File: config.mk
export PLATFORM = sky130hd
export DESIGN_NAME = phasor_quad_est
export DESIGN_NICKNAME = d
export VERILOG_FILES = /design/src/rtl/phq_pkg.sv /design/src/rtl/phq_timer.sv /design/src/rtl/phq_capture.sv /design/src/rtl/phq_cordic.sv /design/src/rtl/phasor_quad_est.sv
export SDC_FILE = /design/constraint.sdc
export NUM_CORES = 1
export LEC_CHECK = 0
export BUFFER_PORTS_ARGS = -buffer_cell sky130_fd_sc_hd__buf_2
export CAP_MARGIN = 20
export CORE_ASPECT_RATIO = 1.25
export CORE_MARGIN = 8
export CORE_UTILIZATION = 30
export CTS_CLUSTER_SIZE = 16
export DETAILED_ROUTE_END_ITERATION = 8
export GPL_TIMING_DRIVEN = 0
export PLACE_DENSITY_LB_ADDON = 0.25
export SLEW_MARGIN = 0
export SYNTH_ARGS = -nofsm -noshare
export SYNTH_HDL_FRONTEND = slang
export SYNTH_HIERARCHICAL = 1
export SYNTH_SLANG_ARGS = --single-unit
File: constraint.sdc
create_clock -name clk -period 10.3 [get_ports clk]
set_input_delay 1.03 -clock clk [delete_from_list [all_inputs] [get_ports clk]]
set_output_delay 1.03 -clock clk [all_outputs]
set_load 0.01 [all_outputs]
File: src/rtl/phq_pkg.sv
package phq_pkg;

  localparam int ANG_W  = 16;
  localparam int ITERS  = 16;
  localparam int ITER_W = $clog2(ITERS);

  // 1/K for a 16-step vectoring CORDIC and 1/sqrt(2), both in Q0.16
  localparam int GAIN_INV_Q16 = 39797;
  localparam int RMS_Q16      = 46341;

  typedef enum logic [1:0] {
    ST_IDLE,
    ST_ITER,
    ST_GAIN,
    ST_OUT
  } cordic_st_t;

  // atan(2^-i) as a binary angle, 2^15 = 180 degrees
  function automatic logic [ANG_W-1:0] atan_step(input logic [ITER_W-1:0] i);
    case (i)
      4'd0:    return 16'd8192;
      4'd1:    return 16'd4836;
      4'd2:    return 16'd2555;
      4'd3:    return 16'd1297;
      4'd4:    return 16'd651;
      4'd5:    return 16'd326;
      4'd6:    return 16'd163;
      4'd7:    return 16'd81;
      4'd8:    return 16'd41;
      4'd9:    return 16'd20;
      4'd10:   return 16'd10;
      4'd11:   return 16'd5;
      4'd12:   return 16'd3;
      4'd13:   return 16'd1;
      4'd14:   return 16'd1;
      default: return 16'd0;
    endcase
  endfunction

endpackage

File: src/rtl/phq_timer.sv
module phq_timer #(
  parameter int IVL_W   = 20,
  parameter int DEF_IVL = 625000
) (
  input  logic             clk,
  input  logic             rst_n,
  input  logic             enable,
  input  logic [IVL_W-1:0] cfg_interval,
  output logic             req_o
);

  localparam logic [IVL_W-1:0] DEF_V = IVL_W'(DEF_IVL);

  logic [IVL_W-1:0] cnt;
  logic [IVL_W-1:0] period;
  logic             fire;

  assign period = (cfg_interval == '0) ? DEF_V : cfg_interval;
  assign fire   = (cnt == '0);

  always_ff @(posedge clk or negedge rst_n) begin
    if (!rst_n) begin
      cnt   <= '0;
      req_o <= 1'b0;
    end else if (!enable) begin
      cnt   <= '0;
      req_o <= 1'b0;
    end else begin
      req_o <= fire;
      cnt   <= fire ? (period - 1'b1) : (cnt - 1'b1);
    end
  end

endmodule

File: src/rtl/phq_capture.sv
module phq_capture #(
  parameter int DATA_W = 12,
  localparam int IN_W  = DATA_W + 1
) (
  input  logic                   clk,
  input  logic                   rst_n,
  input  logic                   enable,
  input  logic                   req_i,
  input  logic                   valid_i,
  input  logic [DATA_W-1:0]      data_i,
  output logic                   ready_o,
  output logic                   start_o,
  output logic signed [IN_W-1:0] a2_o,
  output logic signed [IN_W-1:0] b2_o
);

  logic [DATA_W-1:0] samp [4];
  logic [1:0]        idx;
  logic              waiting;
  logic              take;

  assign take    = valid_i && waiting;
  assign ready_o = waiting;

  always_ff @(posedge clk or negedge rst_n) begin
    if (!rst_n) begin
      idx     <= '0;
      waiting <= 1'b0;
      start_o <= 1'b0;
      for (int k = 0; k < 4; k++) samp[k] <= '0;
    end else if (!enable) begin
      idx     <= '0;
      waiting <= 1'b0;
      start_o <= 1'b0;
    end else begin
      start_o <= 1'b0;
      if (take) begin
        samp[idx] <= data_i;
        idx       <= idx + 1'b1;
        waiting   <= 1'b0;
        start_o   <= (idx == 2'd3);
      end
      if (req_i) waiting <= 1'b1;
    end
  end

  // twice the offset-free components: half-cycle pairs cancel the DC level
  assign a2_o = $signed({1'b0, samp[0]}) - $signed({1'b0, samp[2]});
  assign b2_o = $signed({1'b0, samp[1]}) - $signed({1'b0, samp[3]});

endmodule

File: src/rtl/phq_cordic.sv
module phq_cordic
  import phq_pkg::*;
#(
  parameter int DATA_W = 12,
  parameter int FRAC   = 6,
  localparam int IN_W  = DATA_W + 1,
  localparam int PW    = DATA_W + 1,
  localparam int XW    = IN_W + FRAC + 2
) (
  input  logic                    clk,
  input  logic                    rst_n,
  input  logic                    start,
  input  logic signed [IN_W-1:0]  a2_i,
  input  logic signed [IN_W-1:0]  b2_i,
  output logic                    done_o,
  output logic [PW-1:0]           peak_o,
  output logic [PW-1:0]           rms_o,
  output logic signed [ANG_W-1:0] phase_o
);

  cordic_st_t              st;
  logic [ITER_W-1:0]       iter;
  logic signed [XW-1:0]    x, y;
  logic signed [ANG_W-1:0] z;
  logic                    zero_q;
  logic [PW-1:0]           pk_q;

  logic signed [XW-1:0]    xa, yb, xs, ys;
  logic [XW+15:0]          prod_g;
  logic [PW+15:0]          prod_r;
  logic signed [ANG_W-1:0] dz;

  always_comb begin
    xa     = XW'(a2_i) <<< FRAC;
    yb     = XW'(b2_i) <<< FRAC;
    xs     = x >>> iter;
    ys     = y >>> iter;
    dz     = $signed(atan_step(iter));
    prod_g = (XW+16)'($unsigned(x)) * (XW+16)'(GAIN_INV_Q16);
    prod_r = (PW+16)'(pk_q) * (PW+16)'(RMS_Q16);
  end

  always_ff @(posedge clk or negedge rst_n) begin
    if (!rst_n) begin
      st      <= ST_IDLE;
      iter    <= '0;
      x       <= '0;
      y       <= '0;
      z       <= '0;
      zero_q  <= 1'b0;
      pk_q    <= '0;
      done_o  <= 1'b0;
      peak_o  <= '0;
      rms_o   <= '0;
      phase_o <= '0;
    end else begin
      done_o <= 1'b0;
      if (start) begin
        // left half-plane: rotate by 180 degrees first, angle wraps modulo 2^16
        if (a2_i < 0) begin
          x <= -xa;
          y <= -yb;
          z <= $signed(16'h8000);
        end else begin
          x <= xa;
          y <= yb;
          z <= '0;
        end
        zero_q <= (a2_i == '0) && (b2_i == '0);
        iter   <= '0;
        st     <= ST_ITER;
      end else begin
        case (st)
          ST_ITER: begin
            if (!y[XW-1]) begin
              x <= x + ys;
              y <= y - xs;
              z <= z + dz;
            end else begin
              x <= x - ys;
              y <= y + xs;
              z <= z - dz;
            end
            iter <= iter + 1'b1;
            if (iter == ITER_W'(ITERS - 1)) st <= ST_GAIN;
          end
          ST_GAIN: begin
            // inputs were doubled, hence one extra bit of shift
            pk_q <= PW'(prod_g >> (16 + FRAC + 1));
            st   <= ST_OUT;
          end
          ST_OUT: begin
            peak_o  <= pk_q;
            rms_o   <= PW'(prod_r >> 16);
            phase_o <= zero_q ? '0 : z;
            done_o  <= 1'b1;
            st      <= ST_IDLE;
          end
          default: st <= ST_IDLE;
        endcase
      end
    end
  end

endmodule

File: src/rtl/phasor_quad_est.sv
module phasor_quad_est
  import phq_pkg::*;
#(
  parameter int DATA_W  = 12,
  parameter int IVL_W   = 20,
  parameter int DEF_IVL = 625000,
  parameter int FRAC    = 6
) (
  input  logic                    clk,
  input  logic                    rst_n,
  input  logic                    enable,
  input  logic [IVL_W-1:0]        cfg_interval,
  output logic                    smp_req,
  input  logic                    smp_valid,
  output logic                    smp_ready,
  input  logic [DATA_W-1:0]       smp_data,
  output logic                    res_done,
  output logic [DATA_W:0]         res_peak,
  output logic [DATA_W:0]         res_rms,
  output logic signed [ANG_W-1:0] res_phase
);

  localparam int IN_W = DATA_W + 1;

  logic                   start;
  logic signed [IN_W-1:0] a2, b2;

  phq_timer #(.IVL_W(IVL_W), .DEF_IVL(DEF_IVL)) u_timer (
    .clk          (clk),
    .rst_n        (rst_n),
    .enable       (enable),
    .cfg_interval (cfg_interval),
    .req_o        (smp_req)
  );

  phq_capture #(.DATA_W(DATA_W)) u_capture (
    .clk     (clk),
    .rst_n   (rst_n),
    .enable  (enable),
    .req_i   (smp_req),
    .valid_i (smp_valid),
    .data_i  (smp_data),
    .ready_o (smp_ready),
    .start_o (start),
    .a2_o    (a2),
    .b2_o    (b2)
  );

  phq_cordic #(.DATA_W(DATA_W), .FRAC(FRAC)) u_cordic (
    .clk     (clk),
    .rst_n   (rst_n),
    .start   (start),
    .a2_i    (a2),
    .b2_i    (b2),
    .done_o  (res_done),
    .peak_o  (res_peak),
    .rms_o   (res_rms),
    .phase_o (res_phase)
  );

endmodule

---- Word level (Yosys, flattened, before mapping) ----
Memory sizes are Yosys's and may differ from the RTL's.
Cells that the tools add are included.
storage, ports and cells
  flip-flop bits (word level) ............. 194
  ROM bits ................................ 224
  bits of input ports ..................... 36
  output and inout port bits .............. 45
  memories ................................ 1
operators by class
  $add $sub $neg .......................... 14
  multiply operators ...................... 2
  magnitude comparators ................... 3
  eq/ne operators ......................... 8
  shifts and indexed selects .............. 2
  multiplexer cells ....................... 34
  bitwise logic cells ..................... 2
  reductions and logical operators ........ 11
memories
  name             depth  width  read ports  clocked after Yosys merged registers in  wr ports  line           text
  (no name shown)  16     14     1           0                                        0         phq_pkg.sv:20  case (i)
operators by type and width
  operator                                                      number
  two-way mux 21 bit                                            8
  two-way mux 16 bit                                            5
  two-way mux 20 bit                                            3
  bitwise mux 48 bit                                            1
  adder 21 bit                                                  2
  negator 19 -> 21 bit                                          2
  >>> shifter 21 x 4 -> 21 bit                                  2
  subtractor 21 bit                                             2
  zero test 20 bit                                              2
  subtractor 20 x 1 -> 20 bit (second input constant)           2
  multiplier 21 x 16 -> 36 bit (second input constant)          1
  multiplier 13 x 16 -> 29 bit (second input constant)          1
  zero test 13 bit                                              2
  subtractor 12 x 12 -> 13 bit                                  2
  demux 12 bit (select 2 bit)                                   1
  adder 16 bit                                                  1
  subtractor 16 bit                                             1
  less-than comparator 13 x 1 -> 1 bit (second input constant)  1
  two-way mux 12 bit                                            1
  two-way mux 1 bit                                             8
  two-way mux 2 bit                                             4
  two-way mux 4 bit                                             2
  equality test 2 bit (second input constant)                   3
  AND reduction 2 bit                                           3
  other kinds (14)                                              16

---- Longest topological paths before layout ----
Gate-level depths: netlist (run 1).
  depth after elaboration ................. 6
  mapped depth ............................ 25
  depth with buffers taken out ............ 23

---- Cells and area by module ----
The synthesis (run 1) kept the hierarchy.
by module, submodules not included
  module       times used  cells each  area each (µm²)  sequential area each (µm²)
  phq_cordic   1           2238        20148.1          3027.9
  phq_capture  1           314         3181.8           1301.2
  phq_timer    1           178         1497.7           525.5

---- Worst setup path before layout (run 1) ----
No wires, ideal clock.
  kind .................................... register to register
  start point ............................. register u_cordic.x[16]
  end point ............................... register u_cordic.pk_q[11]
  arrival ................................. 6.244 ns
  setup slack ............................. 3.974 ns
  cell stages (with the launch flop) ...... 24
  period minus slack after synthesis ...... 6.326 ns
  path through ............................ dfrtp_1 inv_1 fa_1 fa_1 inv_1 fa_1 inv_1 fa_1 inv_1 fa_1 inv_1 fa_1 inv_1 ha_1 and4_1 nand3_1 nand2b_1 a311oi_1 nand3_1 and3_1 o311ai_0 a21oi_1 xor2_1 o21ai_0
on the way
  cells in the longest elaborated chain, start to end .. 1
ends and longest elaborated chain
  element                       line              text
  start: declaration            phq_cordic.sv:23  logic signed [XW-1:0] x, y;
  start signal: assignment      phq_cordic.sv:61  x <= -xa;
  start signal: assignment      phq_cordic.sv:76  x <= x + ys;
  start signal: assignment      phq_cordic.sv:80  x <= x - ys;
  multiplier 21 x 16 -> 36 bit  phq_cordic.sv:39  prod_g = (XW+16)'($unsigned(x)) * (XW+16)'(GAIN_INV_Q16);
  end signal: assignment        phq_cordic.sv:89  pk_q <= PW'(prod_g >> (16 + FRAC + 1));
  end: declaration              phq_cordic.sv:26  logic [PW-1:0] pk_q;
Every way passes these cells.
A chain may end at the register's enable or synchronous reset.

---- Worst setup path in the final report (run 1) ----
  start point ............................. register u_cordic.x[16]
  end point ............................... register u_cordic.pk_q[12]
The elaborated chain is that of the path after synthesis.

==> results of run 1 <==
## path summary, 6_finish.rpt
check	start	to	depth (start not counted)
setup / recovery	u_cordic/x[16]$_DFFE_PN0P_	u_cordic/pk_q[12]$_DFFE_PN0P_	23
hold / removal	u_cordic/rms_o[10]$_DFFE_PN0P_	u_cordic/rms_o[10]$_DFFE_PN0P_	2
setup reg to reg	u_cordic/x[16]$_DFFE_PN0P_	u_cordic/pk_q[12]$_DFFE_PN0P_	23
hold reg to reg	u_cordic/rms_o[10]$_DFFE_PN0P_	u_cordic/rms_o[10]$_DFFE_PN0P_	2
max in group asynchronous	rst_n	u_cordic/pk_q[8]$_DFFE_PN0P_	2
min in group asynchronous	rst_n	u_timer/cnt[13]$_DFF_PN0_	1
## registers in the layout, summed over array words and instances (netlist names), 2 cells and up
signal            count
u_capture/samp       48
u_cordic/iter         4
u_cordic/rms_o       13
u_timer/cnt          20
u_cordic/x           21
u_cordic/y           21
u_capture/idx         2
u_cordic/st           2
u_cordic/pk_q        13
u_cordic/peak_o      13
u_cordic/phase_o     16
u_cordic/z           16
## per-stage QoR
step / hold slack (ns) / instances / setup WS, ns / util / cell area, um2
2_1_floorplan: 0.479 / 2730 / 3.97 / - / 24800
3_3_place_gp: 0.455 / 3890 / 2.69 / 0.323 / 26600
3_5_place_dp: 0.465 / 3891 / 2.69 / 0.323 / 26600
4_1_cts: 0.483 / 3923 / 2.64 / 0.331 / 27200
5_1_grt: 0.495 / 3923 / 2.25 / 0.331 / 27200
6_report: 0.476 / 3923 / 2.72 / 0.331 / 27200
## Yosys cell counts, types with 6 or more instances
| master | count | area (um2) |
|---|---|---|
| sky130_fd_sc_hd__and2_1 | 15 | 93.8 |
| sky130_fd_sc_hd__ha_1 | 323 | 4040 |
| sky130_fd_sc_hd__xor2_1 | 49 | 429 |
| sky130_fd_sc_hd__nand2b_1 | 21 | 131 |
| sky130_fd_sc_hd__a21boi_0 | 10 | 75.1 |
| sky130_fd_sc_hd__buf_6 | 6 | 67.6 |
| sky130_fd_sc_hd__nand3b_1 | 9 | 67.6 |
| sky130_fd_sc_hd__and3_1 | 15 | 93.8 |
| sky130_fd_sc_hd__a31oi_1 | 25 | 156 |
| sky130_fd_sc_hd__o31ai_1 | 20 | 150 |
| sky130_fd_sc_hd__a211oi_1 | 25 | 188 |
| sky130_fd_sc_hd__o21a_1 | 28 | 210 |
| sky130_fd_sc_hd__nor2_1 | 181 | 679 |
| sky130_fd_sc_hd__a21o_1 | 30 | 225 |
| sky130_fd_sc_hd__o41ai_1 | 6 | 52.6 |
| sky130_fd_sc_hd__mux2i_1 | 55 | 551 |
| sky130_fd_sc_hd__or3_1 | 15 | 93.8 |
| sky130_fd_sc_hd__mux2_2 | 56 | 631 |
| sky130_fd_sc_hd__mux4_2 | 42 | 946 |
| sky130_fd_sc_hd__o31a_1 | 6 | 52.6 |
| sky130_fd_sc_hd__clkbuf_1 | 56 | 210 |
| sky130_fd_sc_hd__nand2_1 | 216 | 811 |
| sky130_fd_sc_hd__buf_2 | 20 | 100 |
| sky130_fd_sc_hd__inv_1 | 400 | 1500 |
| sky130_fd_sc_hd__nand3_1 | 42 | 210 |
| sky130_fd_sc_hd__a22oi_1 | 10 | 75.1 |
| sky130_fd_sc_hd__o21bai_1 | 11 | 82.6 |
| sky130_fd_sc_hd__or2_2 | 8 | 50.1 |
| sky130_fd_sc_hd__o21ai_0 | 145 | 726 |
| sky130_fd_sc_hd__xnor2_1 | 105 | 920 |
| sky130_fd_sc_hd__nor2b_1 | 24 | 150 |
| sky130_fd_sc_hd__nor4_1 | 8 | 50.1 |
| sky130_fd_sc_hd__dfrtp_1 | 194 | 4850 |
| sky130_fd_sc_hd__fa_1 | 186 | 3720 |
| sky130_fd_sc_hd__a21oi_1 | 156 | 781 |
| sky130_fd_sc_hd__nand4_1 | 11 | 68.8 |
| sky130_fd_sc_hd__buf_1 | 10 | 37.5 |
| sky130_fd_sc_hd__nor3_1 | 63 | 315 |
| sky130_fd_sc_hd__nor3b_1 | 6 | 45.0 |
| sky130_fd_sc_hd__o211ai_1 | 14 | 105 |
## cells by family (layout without fill, tap and decap cells)
kind of cell	after synthesis	after routing	synth area share
flops	194	194	0.196
buf+inv	498	611	0.0786
mux	158	158	0.0882
fa+ha+maj	509	509	0.313
xor+xnor	154	154	0.0543
compound gates	551	551	0.140
simple gates	666	666	0.130
## worst max-delay path: stages (launching register included)
cell                       delay (ns)
sky130_fd_sc_hd__dfrtp_1         0.95
sky130_fd_sc_hd__inv_1           0.35
sky130_fd_sc_hd__fa_1            0.56
sky130_fd_sc_hd__fa_1            0.51
sky130_fd_sc_hd__inv_1           0.06
sky130_fd_sc_hd__fa_1            0.49
sky130_fd_sc_hd__inv_1           0.05
sky130_fd_sc_hd__fa_1            0.48
sky130_fd_sc_hd__inv_1           0.06
sky130_fd_sc_hd__fa_1            0.53
sky130_fd_sc_hd__inv_1           0.05
sky130_fd_sc_hd__fa_1            0.54
sky130_fd_sc_hd__inv_1           0.04
sky130_fd_sc_hd__ha_1            0.32
sky130_fd_sc_hd__and4_1          0.30
sky130_fd_sc_hd__nand3_1         0.12
sky130_fd_sc_hd__nand2b_1        0.17
sky130_fd_sc_hd__a311oi_1        0.35
sky130_fd_sc_hd__nand3_1         0.11
sky130_fd_sc_hd__and3_1          0.18
sky130_fd_sc_hd__o311ai_0        0.71
sky130_fd_sc_hd__o31ai_1         0.16
sky130_fd_sc_hd__xnor2_1         0.23
sky130_fd_sc_hd__o21ai_0         0.10
## final cells by class
class,count,area [um2],area share
multi-input combinational,2038,18000,0.662
sequential,194,4850,0.178
inverter,403,1510,0.0555
tap,1080,1350,0.0496
clock buffer,18,439,0.0161
timing repair buffer,81,438,0.0161
buffer,95,438,0.0161
clock inverter,14,180,0.00662
## routing by layer
layer,vias to the layer above,global-route usage
li1,9556,-
met1,9740,0.200
met2,476,0.288
met3,132,0.0228
met4,4,0.0629
met5,-,0
==> flow_summary.rst, run 1 <==
.. list-table::
   :header-rows: 1

   * - Metric
     - Value
   * - Synthesis-stage register bit count
     - about 190
   * - Detailed-placement wirelength estimate
     - 59700 um
   * - Capturing element type of the critical path
     - register
   * - Clock Root Buffer
     - sky130_fd_sc_hd__clkbuf_16
   * - Diodes inserted
     - 0
   * - First-pass iteration count of the detailed router
     - 6
   * - Violation count after the first detailed-routing iteration
     - 1230
   * - Per-cell routed wire length
     - ~19 um
   * - Die height
     - between 300 and 400 um
   * - Number of antenna violations at the first check in global routing
     - 2
   * - Number of enable flip-flop cells after synthesis
     - 0
   * - Worst R2R Setup Slack
     - between 2 and 3 ns
   * - Commonest non-fill, non-tap cell in the layout
     - sky130_fd_sc_hd__inv_1
   * - Routed length on met3
     - 3150 um
   * - Run status
     - complete, no violations
   * - CP arrival
     - a little under 8 ns
   * - Post-Route WL
     - 74700 um
   * - Worst setup SP type
     - register
   * - Highest-count cells in the layout ignoring fill and taps
     - 400 x sky130_fd_sc_hd__inv_1, 323 x sky130_fd_sc_hd__ha_1, 216 x sky130_fd_sc_hd__nand2_1, 194 x sky130_fd_sc_hd__dfrtp_1, 186 x sky130_fd_sc_hd__fa_1
   * - Clock transition at path regs
     - about 0.08 ns
   * - Post-Syn Instances
     - ~2700
   * - Via count
     - between 15000 and 20000
   * - First-pass GRT wire length
     - roughly 120000 um
   * - Postcts setup bufs
     - 0
   * - Number of endpoints failing setup at the final stage
     - 0
   * - Minimum clock period after layout
     - 7.58 ns
   * - Rel. slew slack
     - 0.269
   * - Top layer used by detailed routing
     - met5
   * - Warnings from Yosys
     - 6
   * - Placement row count
     - approximately 120
   * - Remaining Overflow, GRT
     - 0
   * - Number of nets in the layout
     - approximately 3400
   * - Actual slew at the worst max-slew pin
     - 1.10 ns
   * - Max-slew violation total from the final report
     - 0
   * - CTS H-tree depth
     - 4
   * - Area added between synthesis and finish
     - 9.70%
   * - Mapped Avg Cell Area
     - a little over 9 um2
   * - Post-synth ARST share
     - 1.00
   * - Final hold violations
     - 0
   * - Total negative setup slack
     - 0 ns
   * - Count of pins on the block boundary
     - 81
   * - Input/output buffers
     - 80
   * - WL met2
     - ~37000 um
   * - Post-cts hold buffer count
     - 0
   * - Setup repair after global routing missed its margin
     - false
   * - Effective utilization at floorplan
     - 0.301
   * - Post-synthesis sequential area ratio
     - 0.196
   * - Maximum fanout count along the critical path
     - 14
   * - Number of buffers added by the clock tree synthesis step
     - 17
   * - Post-route fraction of the period consumed by the critical path
     - 0.736
   * - Area of the core
     - around 80000 um2
   * - Maximum clock skew at final layout
     - about 0.019 ns
   * - Number of fill cells in the layout
     - ~8700
   * - Routed vias/inst
     - 5.07
   * - Area enclosed by the die boundary
     - around 92000 um2
   * - TritonCTS clock tree
     - yes
   * - Placer's final routability congestion estimate
     - ~0.95
   * - Type of the worst setup path
     - reg -> reg
   * - DRC violation count after routing
     - 0
   * - Bufs on Longest Clock Path
     - 2
   * - Fraction of final layout cells with drive strength greater than 1
     - 0.100
   * - Class of the most critical hold timing path
     - reg -> reg
   * - Max-cap violations
     - 0
   * - # clock sinks
     - 194
   * - GRT Total Usage
     - 0.163
   * - Predominant post-synthesis flop cell
     - sky130_fd_sc_hd__dfrtp_1
   * - Vias in the first global route
     - ~20000
   * - Post_cts resized
     - 0
   * - Largest net degree at the start of global routing
     - 99
   * - Metal1 wirelength
     - roughly 32000 um
   * - Distinct cell type count of the synthesized netlist
     - 100
   * - Achievable frequency
     - approximately 0.13 GHz
   * - Number of routed nets with antenna violations
     - 0
   * - Required time at the endpoint of the critical path
     - roughly 11 ns
   * - Skew-Pair Late Insertion Delay
     - around 0.50 ns
   * - Total standard cell area after synthesis
     - 24800 um2
   * - Floorplan die width
     - between 200 and 300 um
   * - Synthesized Nets
     - 3275
Power of run 1 is not shown: default switching activity piles up to over one toggle a cycle in this logic, so the estimate is an artifact.
==> run 2, diff against run 1 <==
==> constraint.sdc (replaced) <==
create_clock -name clk -period 7.8 [get_ports clk]
set_input_delay 0.78 -clock clk [delete_from_list [all_inputs] [get_ports clk]]
set_output_delay 0.78 -clock clk [all_outputs]
set_load 0.01 [all_outputs]
==> run 2 against run 1 <==
Compared with the run above: register-to-register slack worse by 2.3 ns; core utilization hardly changed; clock skew is 0.0011 ns lower; worst hold slack worse by 0.19 ns; routed wire length hardly changed; cell area hardly changed; critical path depth stayed put; fmax is 3.2% higher; critical endpoint unchanged.
==> flow_summary.rst, run 2 (synthesized netlist as in run 1, its figures left out) <==
.. list-table::
   :header-rows: 1

   * - Metric
     - Value
   * - Clock Root Buffer
     - sky130_fd_sc_hd__clkbuf_16
   * - Number of endpoints failing setup at the final stage
     - 0 (unchanged)
   * - Total negative setup slack
     - 0 ns (unchanged)
   * - CP arrival
     - 7.70 ns (-0.24 ns)
   * - DRC violation count after routing
     - 0 (unchanged)
   * - CTS H-tree depth
     - 4 (unchanged)
   * - Maximum clock skew at final layout
     - 0.0178 ns (-0.00113 ns)
   * - Routed vias/inst
     - 5.06 (-0.22%)
   * - Worst setup SP type
     - register
   * - Type of the worst setup path
     - reg -> reg
   * - GRT Total Usage
     - 0.163 (unchanged)
   * - Skew-Pair Late Insertion Delay
     - 0.50 ns (about the same)
   * - Count of pins on the block boundary
     - 81 (unchanged)
   * - Max FFs per register
     - 48 (unchanged)
   * - Number of routed nets with antenna violations
     - 0 (unchanged)
   * - Delay of the slowest cell on the worst path
     - 0.88 ns (-0.07 ns)
   * - Area of the core
     - 82400 um2 (unchanged)
   * - Cells traversed along the worst timing path
     - inv_1 > fa_1 > fa_1 > inv_1 > fa_1 > inv_1 > fa_1 > inv_1 > fa_1 > inv_1 > fa_1 > inv_1 > ha_1 > and4_1 > nand3_1 > nand2b_1 > a311oi_1 > nand3_1 > and3_1 > o311ai_1 > o31ai_1 > xnor2_1 > o21ai_0
   * - Number of buffers added by the clock tree synthesis step
     - 17 (unchanged)
   * - Area added between synthesis and finish
     - 9.71% (about the same)
   * - Max-cap violations
     - 0 (unchanged)
   * - Layer carrying the most global-route usage
     - met2
   * - Vias in the first global route
     - 20510 (unchanged)
   * - Max-slew violation total from the final report
     - 0 (unchanged)
   * - Slowest stage cell, crit path
     - sky130_fd_sc_hd__dfrtp_1
   * - Clock transition at path regs
     - 0.09 ns (about the same)
   * - Number of antenna violations at the first check in global routing
     - 2 (unchanged)
   * - GR Layer Usage met2
     - 0.288 (unchanged)
   * - Met1 track demand over resource in global routing
     - 0.200 (unchanged)
   * - Maximum fanout count along the critical path
     - 12 (-2)
   * - Remaining Overflow, GRT
     - 0 (unchanged)
   * - Class of the most critical hold timing path
     - in -> async
   * - First-pass GRT wire length
     - 118000 um (unchanged)
   * - Capturing element type of the critical path
     - register
   * - Setup repair after global routing missed its margin
     - false
   * - Achievable frequency
     - 0.136 GHz (+3.2%)
   * - Storage cell area
     - 4860 um2 (about the same)
   * - TritonCTS clock tree
     - yes
   * - Bufs on Longest Clock Path
     - 2 (unchanged)
   * - Violation count after the first detailed-routing iteration
     - 1181 (-4.0%)
   * - Commonest non-fill, non-tap cell in the layout
     - sky130_fd_sc_hd__inv_1
   * - Area of the multi-input gates
     - 18000 um2 (unchanged)
   * - # clock sinks
     - 194 (unchanged)
   * - First-pass iteration count of the detailed router
     - 5 (-1)
   * - Post-route fraction of the period consumed by the critical path
     - 0.941 (+0.205)
   * - Worst R2R Start
     - u_cordic/x[15]$_DFFE_PN0P_
   * - Die height
     - 338 um (unchanged)
   * - Post-Route WL
     - 74800 um (about the same)
   * - Required time at the endpoint of the critical path
     - 8.16 ns (-2.50 ns)
   * - Placer's final routability congestion estimate
     - 0.951 (unchanged)
   * - Highest-count cells in the layout ignoring fill and taps
     - 400 x sky130_fd_sc_hd__inv_1, 323 x sky130_fd_sc_hd__ha_1, 216 x sky130_fd_sc_hd__nand2_1, 192 x sky130_fd_sc_hd__dfrtp_1, 186 x sky130_fd_sc_hd__fa_1
   * - Area enclosed by the die boundary
     - 92300 um2 (unchanged)
   * - Biggest registers after layout
     - u_capture/samp: 48 flops, u_cordic/x: 21 flops, u_cordic/y: 21 flops
   * - Largest net degree at the start of global routing
     - 99 (unchanged)
   * - Met3 usage
     - 0.0228 (unchanged)
   * - Reg2reg path depth
     - 23 (unchanged)
   * - Post-cts hold buffer count
     - 0 (unchanged)
   * - Number of fill cells in the layout
     - 8661 (unchanged)
   * - Floorplan die width
     - 273 um (unchanged)
   * - Minimum clock period after layout
     - 7.34 ns (-0.236 ns)
   * - Detailed-placement wirelength estimate
     - 59700 um (unchanged)
   * - Fraction of final layout cells with drive strength greater than 1
     - 0.101 (+0.000703)
   * - Final hold violations
     - 0 (unchanged)
   * - Critical R2R Capture
     - u_cordic/pk_q[12]$_DFFE_PN0P_
   * - Post_cts resized
     - 0 (unchanged)
   * - Number of nets in the layout
     - 3375 (unchanged)
   * - Diodes inserted
     - 0 (unchanged)
   * - Effective utilization at floorplan
     - 0.301 (unchanged)
   * - Postcts setup bufs
     - 0 (unchanged)
   * - Input/output buffers
     - 80 (unchanged)
   * - Via count
     - 19865 (-0.22%)
   * - Worst R2R Setup Slack
     - 0.46 ns (-2.26 ns)
   * - Register containing the most flip-flops in the final layout
     - u_capture/samp
   * - Run status
     - complete, no violations
   * - Placement row count
     - 118 (unchanged)
   * - Rel. slew slack
     - 0.269 (-0.000421)
   * - Actual slew at the worst max-slew pin
     - 1.10 ns (+0.000631 ns)
   * - Per-cell routed wire length
     - 19.1 um (about the same)
## run 2: cell counts in the layout (fill, tap and decap cells not counted)
No cell type changed its count.
## run 2: routing by layer
metal	share of wire	routed length (um)	vias to the layer above
met2	0.49	36900	491
met5	0.00035	26	-
met1	0.43	31900	9682
met4	0.037	2790	4
li1	-	-	9552
met3	0.042	3170	136
## run 2: area by class of cell
type,count,area share
clock inverters,14,0.00661
clock buffers,18,0.0161
flip-flops and latches,194,0.178
inverters,403,0.0555
well taps,1080,0.0496
multi-input cells,2038,0.662
plain buffers,95,0.0161
repair buffers,81,0.0161
## run 2: through the flow
| stage | hold slack (ns) | cell area, um2 | utilization | cells | setup slack [ns] |
|---|---|---|---|---|---|
| 6_report | 0.282 | 27200 | 0.331 | 3923 | 0.460 |
| 5_1_grt | 0.333 | 27200 | 0.331 | 3923 | 0.0498 |
| 4_1_cts | 0.301 | 27200 | 0.331 | 3923 | 0.137 |
| 3_5_place_dp | 0.465 | 26600 | 0.323 | 3891 | 0.187 |
| 3_3_place_gp | 0.455 | 26600 | 0.323 | 3890 | 0.192 |
| 2_1_floorplan | 0.479 | 24800 | - | 2730 | 1.47 |
## run 2: worst max path at each step
stage	start	slack, ns	cells after the start	to
global placement	u_cordic/x[16]$_DFFE_PN0P_	0.19	23	u_cordic/pk_q[12]$_DFFE_PN0P_
detailed placement	u_cordic/x[16]$_DFFE_PN0P_	0.19	23	u_cordic/pk_q[12]$_DFFE_PN0P_
floorplan	u_cordic/x[16]$_DFFE_PN0P_	1.47	23	u_cordic/pk_q[11]$_DFFE_PN0P_
CTS	u_cordic/x[16]$_DFFE_PN0P_	0.14	23	u_cordic/pk_q[12]$_DFFE_PN0P_
finish	u_cordic/x[15]$_DFFE_PN0P_	0.46	23	u_cordic/pk_q[12]$_DFFE_PN0P_
global route	u_cordic/x[15]$_DFFE_PN0P_	0.05	23	u_cordic/pk_q[11]$_DFFE_PN0P_
## run 2: worst max-delay path, delay by kind of cell (launching register included)
family                   cells  cell delay [ns]
adder cells (fa/ha/maj)      7             3.44
AO/OA/AOI/OAI                4             1.13
AND/OR/NAND/NOR              5             0.89
flip-flops                   1             0.88
buffers and inverters        6             0.63
XOR/XNOR                     1             0.23
Power of run 2 is left out for the same reason.
